## src/rtl/therm_gray_pkg.sv

```systemverilog
`timescale 1ns/1ps
package therm_gray_pkg;

  function automatic int conv_stages(int n, int xps);
    return (n - 1 + xps - 1) / xps;
  endfunction

  function automatic int total_latency(int n, int xps);
    return 1 + conv_stages(n, xps);
  endfunction

endpackage

```

## src/rtl/therm_gray_enc.sv

```systemverilog
`timescale 1ns/1ps
module therm_gray_enc #(
  parameter  int N  = 4,
  localparam int TW = (1 << N) - 1
) (
  input  logic [TW-1:0] therm_i,
  output logic [N-1:0]  gray_o
);

  // level L sits at therm_i[L-1]; MSB is the mid-scale level
  assign gray_o[N-1] = therm_i[(1 << (N-1)) - 1];

  for (genvar k = 0; k < N-1; k++) begin : g_bit
    localparam int NP = 1 << (N - k - 2);
    logic [NP-1:0] hit;
    for (genvar m = 0; m < NP; m++) begin : g_pair
      localparam int LO = ((4*m + 1) << k) - 1;
      localparam int HI = ((4*m + 3) << k) - 1;
      assign hit[m] = therm_i[LO] & ~therm_i[HI];
    end
    assign gray_o[k] = |hit;
  end

endmodule

```

## src/rtl/gray_bin_pipe.sv

```systemverilog
`timescale 1ns/1ps
module gray_bin_pipe
  import therm_gray_pkg::*;
#(
  parameter int N   = 4,
  parameter int XPS = 2
) (
  input  logic         clk_i,
  input  logic         rst_ni,
  input  logic         valid_i,
  input  logic [N-1:0] gray_i,
  output logic         valid_o,
  output logic [N-1:0] gray_o,
  output logic [N-1:0] bin_o
);

  localparam int NS = conv_stages(N, XPS);

  for (genvar s = 0; s <= NS; s++) begin : g_stg
    logic [N-1:0] g_q;
    logic [N-1:0] b_q;
    logic         v_q;

    if (s == 0) begin : g_in
      assign g_q = gray_i;
      assign b_q = {gray_i[N-1], {(N-1){1'b0}}};
      assign v_q = valid_i;
    end else begin : g_reg
      localparam int HI  = N - 2 - (s - 1) * XPS;
      localparam int LO  = (HI - XPS + 1 < 0) ? 0 : HI - XPS + 1;
      logic [N-1:0] b_nx;

      always_comb begin
        b_nx = g_stg[s-1].b_q;
        for (int k = HI; k >= LO; k--) begin
          b_nx[k] = b_nx[k+1] ^ g_stg[s-1].g_q[k];
        end
      end

      always_ff @(posedge clk_i or negedge rst_ni) begin
        if (!rst_ni) begin
          v_q <= 1'b0;
          g_q <= '0;
          b_q <= '0;
        end else begin
          v_q <= g_stg[s-1].v_q;
          g_q <= g_stg[s-1].g_q;
          b_q <= b_nx;
        end
      end
    end
  end

  assign valid_o = g_stg[NS].v_q;
  assign gray_o  = g_stg[NS].g_q;
  assign bin_o   = g_stg[NS].b_q;

endmodule

```

## src/rtl/therm_gray_conv.sv

```systemverilog
`timescale 1ns/1ps
module therm_gray_conv #(
  parameter  int N             = 4,
  parameter  int XOR_PER_STAGE = 2,
  localparam int TW            = (1 << N) - 1
) (
  input  logic          clk_i,
  input  logic          rst_ni,
  input  logic          valid_i,
  input  logic [TW-1:0] therm_i,
  output logic          valid_o,
  output logic [N-1:0]  gray_o,
  output logic [N-1:0]  bin_o
);

  logic [N-1:0] enc_gray;
  logic [N-1:0] enc_q;
  logic         enc_v_q;

  therm_gray_enc #(.N(N)) u_enc (
    .therm_i (therm_i),
    .gray_o  (enc_gray)
  );

  always_ff @(posedge clk_i or negedge rst_ni) begin
    if (!rst_ni) begin
      enc_q   <= '0;
      enc_v_q <= 1'b0;
    end else begin
      enc_q   <= enc_gray;
      enc_v_q <= valid_i;
    end
  end

  gray_bin_pipe #(.N(N), .XPS(XOR_PER_STAGE)) u_pipe (
    .clk_i   (clk_i),
    .rst_ni  (rst_ni),
    .valid_i (enc_v_q),
    .gray_i  (enc_q),
    .valid_o (valid_o),
    .gray_o  (gray_o),
    .bin_o   (bin_o)
  );

endmodule


```

## config.mk

```make
export PLATFORM = sky130hd
export DESIGN_NAME = therm_gray_conv
export DESIGN_NICKNAME = d
export VERILOG_FILES = /design/src/rtl/therm_gray_pkg.sv /design/src/rtl/therm_gray_enc.sv /design/src/rtl/gray_bin_pipe.sv /design/src/rtl/therm_gray_conv.sv
export SDC_FILE = /design/constraint.sdc
export NUM_CORES = 1
export LEC_CHECK = 0
export BUFFER_PORTS_ARGS = -buffer_cell sky130_fd_sc_hd__buf_4
export CAP_MARGIN = 0
export CORE_UTILIZATION = 30
export DETAILED_ROUTE_END_ITERATION = 10
export MAX_ROUTING_LAYER = met4
export SLEW_MARGIN = 20
export SYNTH_ARGS = -nofsm -noshare
export SYNTH_HDL_FRONTEND = slang
export SYNTH_SLANG_ARGS = --single-unit
export TNS_END_PERCENT = 1
```

## constraint.sdc

```tcl
create_clock -name clk_i -period 1.8 [get_ports clk_i]
set_input_delay 0.18 -clock clk_i [delete_from_list [all_inputs] [get_ports clk_i]]
set_output_delay 0.18 -clock clk_i [all_outputs]
set_load 0.02 [all_outputs]
```

Yosys cells after proc, flatten, opt, wreduce, memory -nomap -nowiden --
Index checks and enable logic that the tools add are counted.
Operators by class: bitwise logic cells 17, reduce and logical (&&, ||, !) cells 2
Operators by type and width (number):
- bitwise AND 1 bit | 7
- NOT 1 bit | 7
- OR reduction 4 bit | 1
- bitwise XOR 1 bit | 3
- OR reduction 2 bit | 1
Storage, ports and cells: register bits after elaboration 22, input port bits 18, output and inout port bits 9, logic and storage cells 27

Logic depth before layout (Yosys ltp) --
depth in word-level cells 3, mapped depth 2, mapped depth without buffers 2

Cells and area by module --
Synthesis repeated with hierarchy kept, for this count alone.
Second synthesis, totals: cells, all modules 35, area total of the unflattened synthesis 621.8 um^2
Modules (own cells, without submodules):
- gray_bin_pipe | times used 1, cells each 19, area each 424.2 um^2, sequential area each 375.4 um^2
- therm_gray_conv | times used 1, cells each 5, area each 125.1 um^2, sequential area each 125.1 um^2
- therm_gray_enc | times used 1, cells each 11, area each 72.6 um^2, sequential area each 0.0 um^2

Least setup slack after synthesis --
Ideal clock, no wire load.
path kind register to register, start point register enc_q[2], end point register u_pipe.g_stg[1].b_q[1], setup time 131 ps, data arrival time 668 ps, data required time 1669 ps, path slack 1002 ps, stages on the path, launching flop included 3, path buffers 0, clock period less this slack 798 ps, cell sequence dfrtp_1 -> xor2_1 -> xor2_1
Between the ends: word-level cells in the longest chain between the ends 2
RTL lines:
- start, declared | line therm_gray_conv.sv:17 | logic [N-1:0] enc_q;
- start signal, assigned | line therm_gray_conv.sv:30 | enc_q <= enc_gray;
- bitwise XOR 1 bit | line gray_bin_pipe.sv:36 | b_nx[k] = b_nx[k+1] ^ g_stg[s-1].g_q[k];
- net u_pipe.g_stg[1].g_reg.b_nx[2] | line gray_bin_pipe.sv:31 | logic [N-1:0] b_nx;
- bitwise XOR 1 bit | line gray_bin_pipe.sv:36
- net u_pipe.g_stg[1].g_reg.b_nx[1] | line gray_bin_pipe.sv:31
- end signal, assigned | line gray_bin_pipe.sv:48 | b_q <= b_nx;
- end, declared | line gray_bin_pipe.sv:21 | logic [N-1:0] b_q;
The timed path passes the listed nets, and every way through them passes these cells.

==> results.ini <==
[run_status]
outcome = finished clean

[sta]
maxSlewHeadroom = 0.843
period_share = 0.564
grt_setup_unrepaired = no
fmaxAchievable_mhz = 985
worst-slew-pin-transition_ns = 0.236
min_period_ns = 1.02
tns_ns = 0
fin_worst_skew_ns = 0.00355
report.final.slew_viol_count = 0
timing_hold_violations_final = 0
setup_viol = 0

[synth]
synth-warning-count = 0
synthSimpleGateAreaFrac = 0.0427
synth_compound_area_frac = 0.0256
synth.mux.area_fraction = 0
mappedNetlistNets = 51
cell_area_after_technology_mapping_um2 = 586
ys_async_sr_fraction = 1.00
synth_enable_flop_cells = 0
mean_cell_area_of_the_mapped_netlist_um2 = 17.7
synth_top_cells_by_count = 20 x sky130_fd_sc_hd__dfrtp_1, 3 x sky130_fd_sc_hd__inv_1, 3 x sky130_fd_sc_hd__nand2b_1, 3 x sky130_fd_sc_hd__xor2_1
yosysTopAreaCell = sky130_fd_sc_hd__dfrtp_1
synth_top_family_by_area = XOR/XNOR gates
synth_fa_ha_area_frac = 0
number_of_distinct_library_cell_variants_in_the_gate_level_netlist_after_synthesis = 8
synth_area_in_xor_xnor = 0.0449
ys_seq_area_frac = 0.855
synthMostInstantiatedCell = sky130_fd_sc_hd__dfrtp_1
post_synth_inst_count = 33
synth_ff_type = sky130_fd_sc_hd__dfrtp_1
synth_top_area_frac = 0.855
synth_area_leaders = sky130_fd_sc_hd__dfrtp_1 85%, sky130_fd_sc_hd__xor2_1 4.5%, sky130_fd_sc_hd__nand2b_1 3.2%, sky130_fd_sc_hd__inv_1 1.9%, sky130_fd_sc_hd__o2111ai_1 1.5%
synth.ff_latch_count = 20

[route]
vias_per_cell = 3.77
postRouteAntennaNets = 0
wire_per_inst_um = 7.81
first_pass_iteration_count_of_the_detailed_router = 1
drt_first_iter_violations = 0
detail_route.drc_violations = 0
vias = 339
drt-total-wl_um = 703

[flow_run]
max_cap_viol_count = 0

[placement]
portBuffers = 26
dpl.cell_count = 83
globalplace.congestion = 0.633
place_hpwl_um = 494

[worst_setup_path]
critical_path_rt_ns = 1.62
start_kind = flip-flop
slowest_stage = sky130_fd_sc_hd__dfrtp_1
crit_buf_inv = 1
worst_r2r_endpoint = u_pipe.g_stg[1].b_q[1]
critical_path_arrival_ns = 0.84
crit_path_max_fanout = 2
timing.setup.critical_path_class = flip-flop to output pin
rr_worst_depth = 2
cp-end-kind = output pin
cp_cell_sequence = buf_4
crit_family = flip-flops
worst-r2r-setup-slack_ns = 0.98
cp_slowest_stage_delay_ns = 0.39
r2r_start = enc_q[2]

[clock_network]
cts_inserted_buffers = 3
cts_sink_count = 20
cts.clk_slew.worst_paths_ns = 0.10
post-cts-setup-buffer-count = 0
clock_latency_on_the_worst_skew_pair_ns = 0.29
cts.hold.buffers_added = 3
htreeDepth = 1
postCtsResizedCells = 0
cts_tree = yes
clk_path_buf_depth = 2
clock_root_cell = sky130_fd_sc_hd__clkbuf_4

[worst_hold_path]
hold-path-cell-count = 2
worstHoldEndpoint = enc_q[2]
timing.hold.worst.start = therm_i[11]
timing.hold.worst.class = input pin to flip-flop

[die]
dieWidth_um = 46.2
fp.dieH_um = 46.2
die_outline_area_um2 = 2130
floorplan_row_count = 15
top_level_ports = 27
initial_utilization = 0.328
core_area_um2 = 1780

[global_route]
gr-total-overflow = 0
grt_antenna_before_repair = 0
largest_net_degree_at_the_start_of_global_routing = 21
via_count_of_the_first_global_routing_pass = 302
total_global_routing_track_utilization = 0.0873
grt_pass1_wl_um = 1090

[finish]
fillCellCount = 159
finish.net_count = 84
n_antenna_cell = 0
finish.cell_count_without_fillers = 90
final_layout_size_suffix_gt1_frac = 0.462
layout_overhead_on_the_synthesized_area_pct = 51.5

[pwr]
static-leakage-power_nw = 0.442
max-vdd-ir-drop_v = 0.000695
power-per-cell-area_nw_per_um2 = 1090

layout by cell type (no fill, tap or decap), drive strengths merged:
cell type	count
bufinv	1
dlygate4sd3	3
o2111ai	1
inv	3
o22ai	1
dfrtp	20
xor2	3
buf	26
nor2b	1
clkbuf	3
nand2b	3
through the flow:
step,setup slack (ns),total power (W),utilization,cell area [um2],hold WS [ns]
finish,0.784,0.000964,0.498,887,0.0227
global route,0.735,0.00100,0.498,887,0.0120
CTS,0.767,0.000979,0.498,887,0.0117
detailed placement,0.985,0.000621,0.451,805,0.0658
global placement,0.991,0.000619,0.451,805,0.0639
floorplan,1.00,0.000552,-,586,-0.116
power by group:
part / switching (W) / internal (W)
combinational: 0.0000520 / 0.0000615
sequential: 0.0000128 / 0.000488
clock: 0.000125 / 0.000225
routing by layer:
layer | vias up | part of all wire | GRT usage
met3 | 5 | 0.14 | 0.0588
met2 | 29 | 0.48 | 0.141
met1 | 140 | 0.35 | 0.0643
li1 | 165 | - | -
met5 | - | 0 | -
met4 | 0 | 0.030 | 0.0706
final cells by class:
cell class                      instances  area (um2)  area share
Sequential cell                        20         500       0.564
Tap cell                               25        31.3      0.0353
Clock buffer                            3        22.5      0.0254
Clock inverter                          1        30.0      0.0339
Inverter                                3        11.3      0.0127
Timing Repair Buffer                   29         225       0.254
Multi-Input combinational cell          9        66.3      0.0748
flip-flops by register name (all words and copies together), names as in the netlist:
register / flops
enc_q: 4
enc_v_q: 1
u_pipe.bin_o: 4
u_pipe.g_stg.b_q: 3
u_pipe.g_stg.g_q: 3
u_pipe.g_stg.v_q: 1
u_pipe.gray_o: 3
u_pipe.valid_o: 1
logic make-up (layout without fill, tap and decap cells):
| group | after synthesis | after routing |
|---|---|---|
| AND/OR/NAND/NOR | 4 | 4 |
| AO/OA/AOI/OAI | 2 | 2 |
| XOR/XNOR | 3 | 3 |
| flip-flops | 20 | 20 |
| buffers and inverters | 4 | 36 |
worst max path at each step:
stage / endpoint / slack (ns) / start / depth (start not counted)
after CTS: bin_o[3] / 0.77 / u_pipe.bin_o[3] / 1
after detailed placement: u_pipe.g_stg[1].b_q[1] / 0.99 / enc_q[2] / 2
after global placement: u_pipe.g_stg[1].b_q[1] / 0.99 / enc_q[2] / 2
after floorplan: u_pipe.g_stg[1].b_q[1] / 1.00 / enc_q[2] / 2
after global routing: bin_o[3] / 0.74 / u_pipe.bin_o[3] / 1
final: gray_o[3] / 0.78 / u_pipe.bin_o[3] / 1
Note: power is estimated with default switching activity, not from simulation.
